`src/rtl/tlbaa_pkg.sv`:
```
package tlbaa_pkg;
  localparam int VPN_W      = 22;
  localparam int ASID_W     = 8;
  localparam int PAGE_SHIFT = 10;
  localparam int MODE_BIT   = 7;
  localparam int IDX_LSB    = 8;
  localparam int CNT_LSB    = 10;
  localparam int BND_LSB    = 18;
  localparam logic [11:0] EXC_MULTI = 12'h140;

  // Entry layout matches the write-data word.
  typedef struct packed {
    logic [VPN_W-1:0]  vpn;
    logic              dirty;
    logic              valid;
    logic [ASID_W-1:0] asid;
  } tlb_ent_t;

  typedef enum logic [1:0] {S_IDLE, S_SCAN, S_IUPD} scan_st_e;
endpackage

```
`src/rtl/tlbaa_repl_ctr.sv`:
```
module tlbaa_repl_ctr #(
  parameter int N = 64,
  localparam int W = $clog2(N)
) (
  input  logic         clk,
  input  logic         rst_n,
  input  logic         ld_en,
  input  logic [W-1:0] ld_count,
  input  logic [W-1:0] ld_bound,
  input  logic         inc,
  output logic [W-1:0] count,
  output logic [W-1:0] bound
);
  localparam logic [W-1:0] WRAP = W'(N - 1);

  logic [W-1:0] count_d, bound_d, step;

  always_comb begin
    count_d = count;
    bound_d = bound;
    step    = count + W'(1);
    if (ld_en) begin
      count_d = ld_count;
      bound_d = ld_bound;
    end else if (inc) begin
      count_d = ((step == bound) || (step == WRAP)) ? '0 : step;
    end
  end

  always_ff @(posedge clk or negedge rst_n) begin
    if (!rst_n) begin
      count <= '0;
      bound <= '0;
    end else if (ld_en || inc) begin
      count <= count_d;
      bound <= bound_d;
    end
  end


  cnt_cap_chk: assert property (@(posedge clk) disable iff (!rst_n)
    (inc && !ld_en) |=> (count != WRAP));
endmodule

```
`src/rtl/tlbaa_itlb.sv`:
```
module tlbaa_itlb
  import tlbaa_pkg::*;
#(
  parameter int N = 4,
  localparam int IW = (N > 1) ? $clog2(N) : 1
) (
  input  logic              clk,
  input  logic              rst_n,
  input  logic              ld_en,
  input  logic [IW-1:0]     ld_idx,
  input  tlb_ent_t          ld_ent,
  input  logic              upd_en,
  input  logic [VPN_W-1:0]  key_vpn,
  input  logic [ASID_W-1:0] key_asid,
  input  logic              full_copy,
  input  logic              new_dirty,
  input  logic              new_valid,
  input  tlb_ent_t          cmp_ent,
  output logic              same_found,
  output logic              drop,
  input  logic [IW-1:0]     sel,
  output tlb_ent_t          sel_ent
);
  tlb_ent_t      ent_q [N];
  tlb_ent_t      ent_d [N];
  logic          hit;
  logic [IW-1:0] fidx;

  // Lowest-numbered entry whose page and space identifier match wins.
  always_comb begin
    hit  = 1'b0;
    fidx = '0;
    for (int i = N - 1; i >= 0; i--) begin
      if (ent_q[i].vpn == key_vpn && ent_q[i].asid == key_asid) begin
        hit  = 1'b1;
        fidx = IW'(i);
      end
    end
  end

  always_comb begin
    same_found = 1'b0;
    for (int i = 0; i < N; i++) begin
      if (ent_q[i] == cmp_ent) same_found = 1'b1;
    end
  end

  assign drop    = upd_en && hit && ent_q[fidx].valid && !new_valid;
  assign sel_ent = ent_q[sel];

  always_comb begin
    for (int i = 0; i < N; i++) ent_d[i] = ent_q[i];
    if (upd_en) begin
      if (hit) begin
        ent_d[fidx].valid = new_valid;
        if (full_copy) ent_d[fidx].dirty = new_dirty;
      end
    end else if (ld_en) begin
      ent_d[ld_idx] = ld_ent;
    end
  end

  always_ff @(posedge clk or negedge rst_n) begin
    if (!rst_n) begin
      for (int i = 0; i < N; i++) ent_q[i] <= '0;
    end else if (upd_en || ld_en) begin
      for (int i = 0; i < N; i++) ent_q[i] <= ent_d[i];
    end
  end


  it_clear_chk: assert property (@(posedge clk) disable iff (!rst_n)
    (upd_en && hit && !new_valid) |=> !ent_q[$past(fidx)].valid);
endmodule

```
`src/rtl/tlb_addr_array.sv`:
```
module tlb_addr_array
  import tlbaa_pkg::*;
#(
  parameter int UTLB_N = 64,
  parameter int ITLB_N = 4,
  localparam int IDX_W = $clog2(UTLB_N),
  localparam int IT_W  = (ITLB_N > 1) ? $clog2(ITLB_N) : 1
) (
  input  logic              clk,
  input  logic              rst_n,
  input  logic              wr_en,
  input  logic [31:0]       wr_addr,
  input  logic [31:0]       wr_data,
  output logic              busy,
  input  logic              ctl_we,
  input  logic [IDX_W-1:0]  ctl_bound_in,
  input  logic [IDX_W-1:0]  ctl_count_in,
  output logic [31:0]       ctl_q,
  input  logic              it_ld_en,
  input  logic [IT_W-1:0]   it_ld_idx,
  input  logic [31:0]       it_ld_data,
  input  logic [IDX_W-1:0]  u_sel,
  output logic [31:0]       u_ent,
  input  logic [IT_W-1:0]   i_sel,
  output logic [31:0]       i_ent,
  output logic              flush_req,
  output logic [31:0]       flush_addr,
  output logic              exc_pulse,
  output logic [11:0]       exc_code,
  output logic [31:0]       exc_addr
);
  localparam logic [IDX_W-1:0] LAST = IDX_W'(UTLB_N - 1);

  // Reset: asserted asynchronously, released on the clock.
  logic rst_meta, rst_ok;
  always_ff @(posedge clk or negedge rst_n) begin
    if (!rst_n) begin
      rst_meta <= 1'b0;
      rst_ok   <= 1'b0;
    end else begin
      rst_meta <= 1'b1;
      rst_ok   <= rst_meta;
    end
  end

  tlb_ent_t   utlb [UTLB_N];
  scan_st_e   st_q, st_d;
  logic [IDX_W-1:0] ptr_q, ptr_d;
  tlb_ent_t   req_q, req_d;
  logic [31:0] addr_q, addr_d;
  logic       hit_q, hit_d, fpend_q, fpend_d;
  logic       flush_d, exc_d;
  logic [31:0] faddr_d, tea_d;
  logic [11:0] ecode_d;

  logic             u_we;
  logic [IDX_W-1:0] u_widx;
  tlb_ent_t         u_wdata;
  logic             cnt_inc, it_upd, it_same, it_drop;
  logic [IDX_W-1:0] cnt, bnd;
  tlb_ent_t         old_ent, cur_ent, isel_ent;
  logic [IDX_W-1:0] wr_idx;
  logic             cur_match, idx_acc;

  assign wr_idx    = wr_addr[IDX_LSB +: IDX_W];
  assign old_ent   = utlb[wr_idx];
  assign cur_ent   = utlb[ptr_q];
  assign cur_match = cur_ent.valid && (cur_ent.vpn == req_q.vpn) &&
                     (cur_ent.asid == req_q.asid);
  assign idx_acc   = wr_en && (st_q == S_IDLE) && !wr_addr[MODE_BIT];
  assign busy      = (st_q != S_IDLE);
  assign u_ent     = utlb[u_sel];
  assign i_ent     = isel_ent;
  assign ctl_q     = (32'(bnd) << BND_LSB) | (32'(cnt) << CNT_LSB);

  tlbaa_repl_ctr #(.N(UTLB_N)) ctr_i (
    .clk      (clk),
    .rst_n    (rst_ok),
    .ld_en    (ctl_we),
    .ld_count (ctl_count_in),
    .ld_bound (ctl_bound_in),
    .inc      (cnt_inc),
    .count    (cnt),
    .bound    (bnd)
  );

  tlbaa_itlb #(.N(ITLB_N)) itlb_i (
    .clk       (clk),
    .rst_n     (rst_ok),
    .ld_en     (it_ld_en),
    .ld_idx    (it_ld_idx),
    .ld_ent    (tlb_ent_t'(it_ld_data)),
    .upd_en    (it_upd),
    .key_vpn   (req_q.vpn),
    .key_asid  (req_q.asid),
    .full_copy (hit_q),
    .new_dirty (req_q.dirty),
    .new_valid (req_q.valid),
    .cmp_ent   (old_ent),
    .same_found(it_same),
    .drop      (it_drop),
    .sel       (i_sel),
    .sel_ent   (isel_ent)
  );

  always_comb begin
    st_d    = st_q;
    ptr_d   = ptr_q;
    req_d   = req_q;
    addr_d  = addr_q;
    hit_d   = hit_q;
    fpend_d = fpend_q;
    u_we    = 1'b0;
    u_widx  = ptr_q;
    u_wdata = cur_ent;
    cnt_inc = 1'b0;
    it_upd  = 1'b0;
    flush_d = 1'b0;
    faddr_d = flush_addr;
    exc_d   = 1'b0;
    ecode_d = exc_code;
    tea_d   = exc_addr;
    unique case (st_q)
      S_IDLE: begin
        if (wr_en) begin
          if (wr_addr[MODE_BIT]) begin
            st_d    = S_SCAN;
            ptr_d   = '0;
            req_d   = tlb_ent_t'(wr_data);
            addr_d  = wr_addr;
            hit_d   = 1'b0;
            fpend_d = 1'b0;
          end else begin
            u_we    = 1'b1;
            u_widx  = wr_idx;
            u_wdata = tlb_ent_t'(wr_data);
            cnt_inc = 1'b1;
            if (old_ent.valid && !it_same) begin
              flush_d = 1'b1;
              faddr_d = {old_ent.vpn, {PAGE_SHIFT{1'b0}}};
            end
          end
        end
      end
      S_SCAN: begin
        if (cur_match && hit_q) begin
          exc_d   = 1'b1;
          ecode_d = EXC_MULTI;
          tea_d   = addr_q;
          st_d    = S_IUPD;
        end else begin
          cnt_inc = 1'b1;
          if (cur_match) begin
            u_we          = 1'b1;
            u_wdata.dirty = req_q.dirty;
            u_wdata.valid = req_q.valid;
            hit_d         = 1'b1;
            if (!req_q.valid) fpend_d = 1'b1;
          end
          if (ptr_q == LAST) st_d = S_IUPD;
          else               ptr_d = ptr_q + IDX_W'(1);
        end
      end
      S_IUPD: begin
        it_upd = 1'b1;
        st_d   = S_IDLE;
        if (fpend_q || it_drop) begin
          flush_d = 1'b1;
          faddr_d = {req_q.vpn, {PAGE_SHIFT{1'b0}}};
        end
      end
      default: st_d = S_IDLE;
    endcase
  end

  always_ff @(posedge clk or negedge rst_ok) begin
    if (!rst_ok) begin
      st_q       <= S_IDLE;
      ptr_q      <= '0;
      req_q      <= '0;
      addr_q     <= '0;
      hit_q      <= 1'b0;
      fpend_q    <= 1'b0;
      flush_req  <= 1'b0;
      flush_addr <= '0;
      exc_pulse  <= 1'b0;
      exc_code   <= '0;
      exc_addr   <= '0;
    end else begin
      st_q       <= st_d;
      ptr_q      <= ptr_d;
      req_q      <= req_d;
      addr_q     <= addr_d;
      hit_q      <= hit_d;
      fpend_q    <= fpend_d;
      flush_req  <= flush_d;
      flush_addr <= faddr_d;
      exc_pulse  <= exc_d;
      exc_code   <= ecode_d;
      exc_addr   <= tea_d;
    end
  end

  for (genvar g = 0; g < UTLB_N; g++) begin : g_utlb
    always_ff @(posedge clk or negedge rst_ok) begin
      if (!rst_ok) begin
        utlb[g] <= '0;
      end else if (u_we && (u_widx == IDX_W'(g))) begin
        utlb[g] <= u_wdata;
      end
    end
  end


  assoc_busy_chk: assert property (@(posedge clk) disable iff (!rst_ok)
    (wr_en && !busy && wr_addr[MODE_BIT]) |=> busy);


  idx_nobusy_chk: assert property (@(posedge clk) disable iff (!rst_ok)
    (wr_en && !busy && !wr_addr[MODE_BIT]) |=> !busy);


  exc_stop_chk: assert property (@(posedge clk) disable iff (!rst_ok)
    exc_pulse |=> !busy);


  exc_code_chk: assert property (@(posedge clk) disable iff (!rst_ok)
    exc_pulse |-> (exc_code == EXC_MULTI));


  flush_src_chk: assert property (@(posedge clk) disable iff (!rst_ok)
    flush_req |-> ($past(st_q) == S_IUPD || $past(idx_acc)));
endmodule

```
`config.mk`:
```
export PLATFORM = sky130hd
export DESIGN_NAME = tlb_addr_array
export DESIGN_NICKNAME = d
export VERILOG_FILES = /design/src/rtl/tlbaa_pkg.sv /design/src/rtl/tlbaa_repl_ctr.sv /design/src/rtl/tlbaa_itlb.sv /design/src/rtl/tlb_addr_array.sv
export SDC_FILE = /design/constraint.sdc
export NUM_CORES = 2
export LEC_CHECK = 0
export BUFFER_PORTS_ARGS = -buffer_cell sky130_fd_sc_hd__buf_2
export CAP_MARGIN = 30
export CORE_ASPECT_RATIO = 1.4
export CORE_MARGIN = 2
export CORE_UTILIZATION = 40
export DETAILED_ROUTE_END_ITERATION = 8
export PLACE_DENSITY_LB_ADDON = 0.3
export SYNTH_ARGS = -nofsm -noshare
export SYNTH_HDL_FRONTEND = slang
export SYNTH_SLANG_ARGS = --single-unit
```
`constraint.sdc`:
```
create_clock -name clk -period 77 [get_ports clk]
set_clock_uncertainty 0.05 [all_clocks]
set_input_delay 0 -clock clk [delete_from_list [all_inputs] [get_ports clk]]
set_output_delay 0 -clock clk [all_outputs]
set_load 0.1 [all_outputs]
```
==> results.toml <==
[cells_and_area]
multi_input_area_um2 = 80400
fin_area_um2 = 162000
fin_nets = 10500
seqCellArea_um2 = 58100
drive_gt1_share_pct = 45.7
fillers = 31400
areaGrowthSynthToFinish_pct = 13.5

[global_route]
grt_pass1_wl_um = 927000
grt-ovfl-total = 0
grt_pass1_vias = 110000
antenna_found_initial = 59
grt.total_usage_pct = 37.0
grt_max_degree = 176

[run_status]
status = "complete, no violations"

[timing]
setup_violations = 0
rsz0062_at_grt = "no"
tns_ns = 0
fin_crit_ns = 10.82
slew-limit-headroom_pct = 15.6
fin_crit_sh_pct = 14.1
tightest_slew_ns = 1.25
report.final.slew_viol_count = 0
hold_viol_final = 0
max_freq_mhz = 92.4
hold_ws_ns = 0.0709

[setup_path]
setup.worst_path.end_class = "flip-flop"
critPathMaxStageDelay_ns = 0.90
crit_path_cell_trace = "buf_4 -> buf_12 -> buf_4 -> buf_4 -> mux4_2 -> o22ai_1 -> o221ai_1 -> o21ai_1 -> buf_4 -> a21oi_1 -> a211oi_1 -> nand4_1 -> nor4_4 -> nand3_2 -> buf_12 -> a21oi_4 -> buf_4 -> mux2_2"
cp-start-kind = "flip-flop"
crit_buf_inv = 7
critPathLaunch = "ptr_q[1]$_DFFE_PN0P_"
r2r-start = "ptr_q[1]$_DFFE_PN0P_"
cp_max_fo = 85
critPathTopFamily = "buffers and inverters"
cp_data_required_time_ns = 77.77
r2r_cells = 18
crit_type = "flip-flop to flip-flop"
cpMostUsedCell = "buf_4"
arrival_ns = 11.59
r2r_slack_ns = 66.18
slowest_stage = "a211oi_1"
r2r_end = "utlb[966]$_DFFE_PN0P_"

[synthesis]
syn-cell-area_um2 = 143000
synth-main-ff-cell = "dfrtp_1"
synth_cell_types = 84
synth_xor_area_share_pct = 1.53
avgSynthCellArea_um2 = 14.0
synthSimpleGateAreaFrac_pct = 3.69
ys_ff_latch = 2321
muxShareOfSynthArea_pct = 44.8
synth_cells = 10200
yosysWarnings = 0
synth_edf_count = 0
synthAdderAreaFrac_pct = 0.0263
synth_top_family_by_area = "multiplexers"
yosysSeqAreaShare_pct = 40.7
ys_async_sr_fraction_pct = 100
synth-compound-area-share_pct = 5.40

[min_path]
worstHoldPathCells = 3
worstHoldStart = "ctl_we"
min_path_type = "primary input to flip-flop"
holdPathEnd = "ctr_i.bound[4]$_DFFE_PN0P_"

[pwr]
power.leakage_nw = 69.2
peakVddDrop_uv = 30.9
p_per_area_nw_per_um2 = 32.1
total_power_mw = 5.20

[die]
die_h_um = 710
core_um2 = 355000
die_w_um = 509
initial_core_util_pct = 40.1
fp-row-count = 259
io_pins = 298
die-area_um2 = 361000

[route]
routed_wl_um = 680000
drt-wirelength-per-cell_um = 44.2
drt_iter0_drc = 16500
num_vias = 111000
drtAntennaViolNets = 0
viasPerCell = 7.23
drc = 0
dr.pass1.iters = 8

[place]
routabilityCongestion = 1.04
numPortBuffers = 257
dpl.hpwl_um = 446000
placed_cell_area_um2 = 150000

[clock_tree]
htree_levels = 4
clock_latency_ns = 1.03
cts-buffers-inserted = 242
cts_root_buf = "clkbuf_16"
cts_setup_buffers = 0
cts_buffer_depth = 4
ctsResizeCount = 0
clk_pin_slew_ns = 0.06
clkSinkCount = 2321
cts_tree = "built"

[run]
cap_viol_max_count = 0
## flip-flops by register name, indices dropped and copies added, names as in the netlist, 2 cells and up
register      count
utlb           2048
itlb_i.ent_q    128
addr_q           32
exc_addr         32
req_q            32
flush_addr       22
ctr_i.bound       6
ctr_i.count       6
ptr_q             6
st_q              2
## worst max-delay path by stage
stage	endpoint	cells after the start
floorplan	addr_q[0]$_DFFE_PN0P_	0
global placement	utlb[549]$_DFFE_PN0P_	16
detailed placement	utlb[971]$_DFFE_PN0P_	17
CTS	utlb[966]$_DFFE_PN0P_	17
global route	utlb[991]$_DFFE_PN0P_	17
finish	utlb[966]$_DFFE_PN0P_	18
## through the flow
| step | setup WS [ns] | instances | util [%] |
|---|---|---|---|
| 6_report | 66.18 | 15400 | 45.6 |
| 5_1_grt | 66.62 | 15300 | 45.5 |
| 4_1_cts | 66.95 | 15300 | 45.4 |
| 3_5_place_dp | 67.00 | 14500 | 42.2 |
| 3_3_place_gp | 66.31 | 14500 | 42.0 |
| 2_1_floorplan | 7.46 | 10300 | - |
## layout make-up
class                           count  area share, %
Inverter                           23         0.0557
Sequential cell                  2321           35.9
Multi-Input combinational cell   6807           49.6
Clock inverter                    105          0.921
Timing Repair Buffer             1026           5.44
Tap cell                         4698           3.63
Clock buffer                      338           4.30
Antenna cell                       69          0.107
## placed cells by master, fill, tap and decap left out, types with 26 or more instances in the layout
master	count
a211oi_1	29
a21oi_1	139
a21oi_4	73
a221oi_1	43
a22o_1	26
a22oi_1	259
a2bb2oi_1	68
a31oi_1	29
and3_1	36
buf_12	31
buf_2	254
buf_4	378
bufinv_16	35
clkbuf_1	45
clkbuf_16	245
clkbuf_8	50
clkinv_2	49
conb_1	41
dfrtp_1	2314
diode_2	69
dlygate4sd3_1	320
mux2_1	81
mux2_2	2150
mux2i_1	748
mux4_2	1391
nand2_1	417
nand3_1	146
nand4_1	65
nor2_1	138
nor3_1	33
nor4_1	29
o21ai_0	105
o221ai_1	33
o22ai_1	81
xnor2_1	136
xor2_1	113
## synthesized netlist by cell type (all sizes together), types with 16 or more instances
master | instances | area (um2)
a22oi | 259 | 1940
o221ai | 33 | 289
clkbuf | 532 | 2000
a221oi | 45 | 394
a31oi | 35 | 219
o21ai | 116 | 581
mux2i | 748 | 7490
nor2 | 158 | 593
nand2b | 28 | 175
xor2 | 113 | 990
buf | 570 | 3310
mux2 | 2231 | 25100
nand3 | 153 | 786
inv | 22 | 82.6
dfrtp | 2321 | 58100
nor2b | 31 | 194
xnor2 | 136 | 1190
nand4 | 65 | 407
a22o | 26 | 228
and2 | 20 | 125
a21oi | 212 | 1320
a211o | 17 | 149
nand2 | 421 | 1580
nor4 | 33 | 236
mux4 | 1391 | 31300
and3 | 37 | 231
nor3 | 40 | 200
a211oi | 34 | 290
o211ai | 16 | 120
or3 | 17 | 106
o22ai | 81 | 507
a32oi | 17 | 149
a2bb2oi | 68 | 596
## metal layers
metal / wire, um / part of all wire, % / vias up / global-route usage, %
li1: - / - / 40300 / -
met5: 364 / 0.054 / - / 0.307
met1: 222000 / 33 / 58300 / 41.4
met2: 291000 / 43 / 9440 / 53.4
met3: 84700 / 12 / 3116 / 13.4
met4: 82300 / 12 / 40 / 36.9
## cells by family after synthesis
logic type | Yosys count
compound gates | 1063
xor+xnor | 249
fa+ha+maj | 3
buf+inv | 1125
flops | 2321
mux | 4370
other cells | 2
simple gates | 1081
## report_power, final
group	internal (mW)	switching [mW]
Clock	0.746	0.548
Combinational	0.772	1.48
Sequential	1.40	0.253
## worst register-to-register path: stages, from the launching register on
cell and delay, ns:
dfrtp_4 0.75, buf_4 0.54, buf_12 0.54, buf_4 0.85, buf_4 0.78, mux4_2 0.66
o22ai_1 0.20, o221ai_1 0.22, o21ai_1 0.35, buf_4 0.23, a21oi_1 0.09, a211oi_1 0.90
nand4_1 0.82, nor4_4 0.69, nand3_2 0.52, buf_12 0.40, a21oi_4 0.63, buf_4 0.87
mux2_2 0.55
## timing repair
item,in CTS,in global routing
hold endpoints to repair,442,0
setup endpoints to repair,0,0
hold buffers,320,0
No activity file was read; power rests on OpenSTA's default activity.
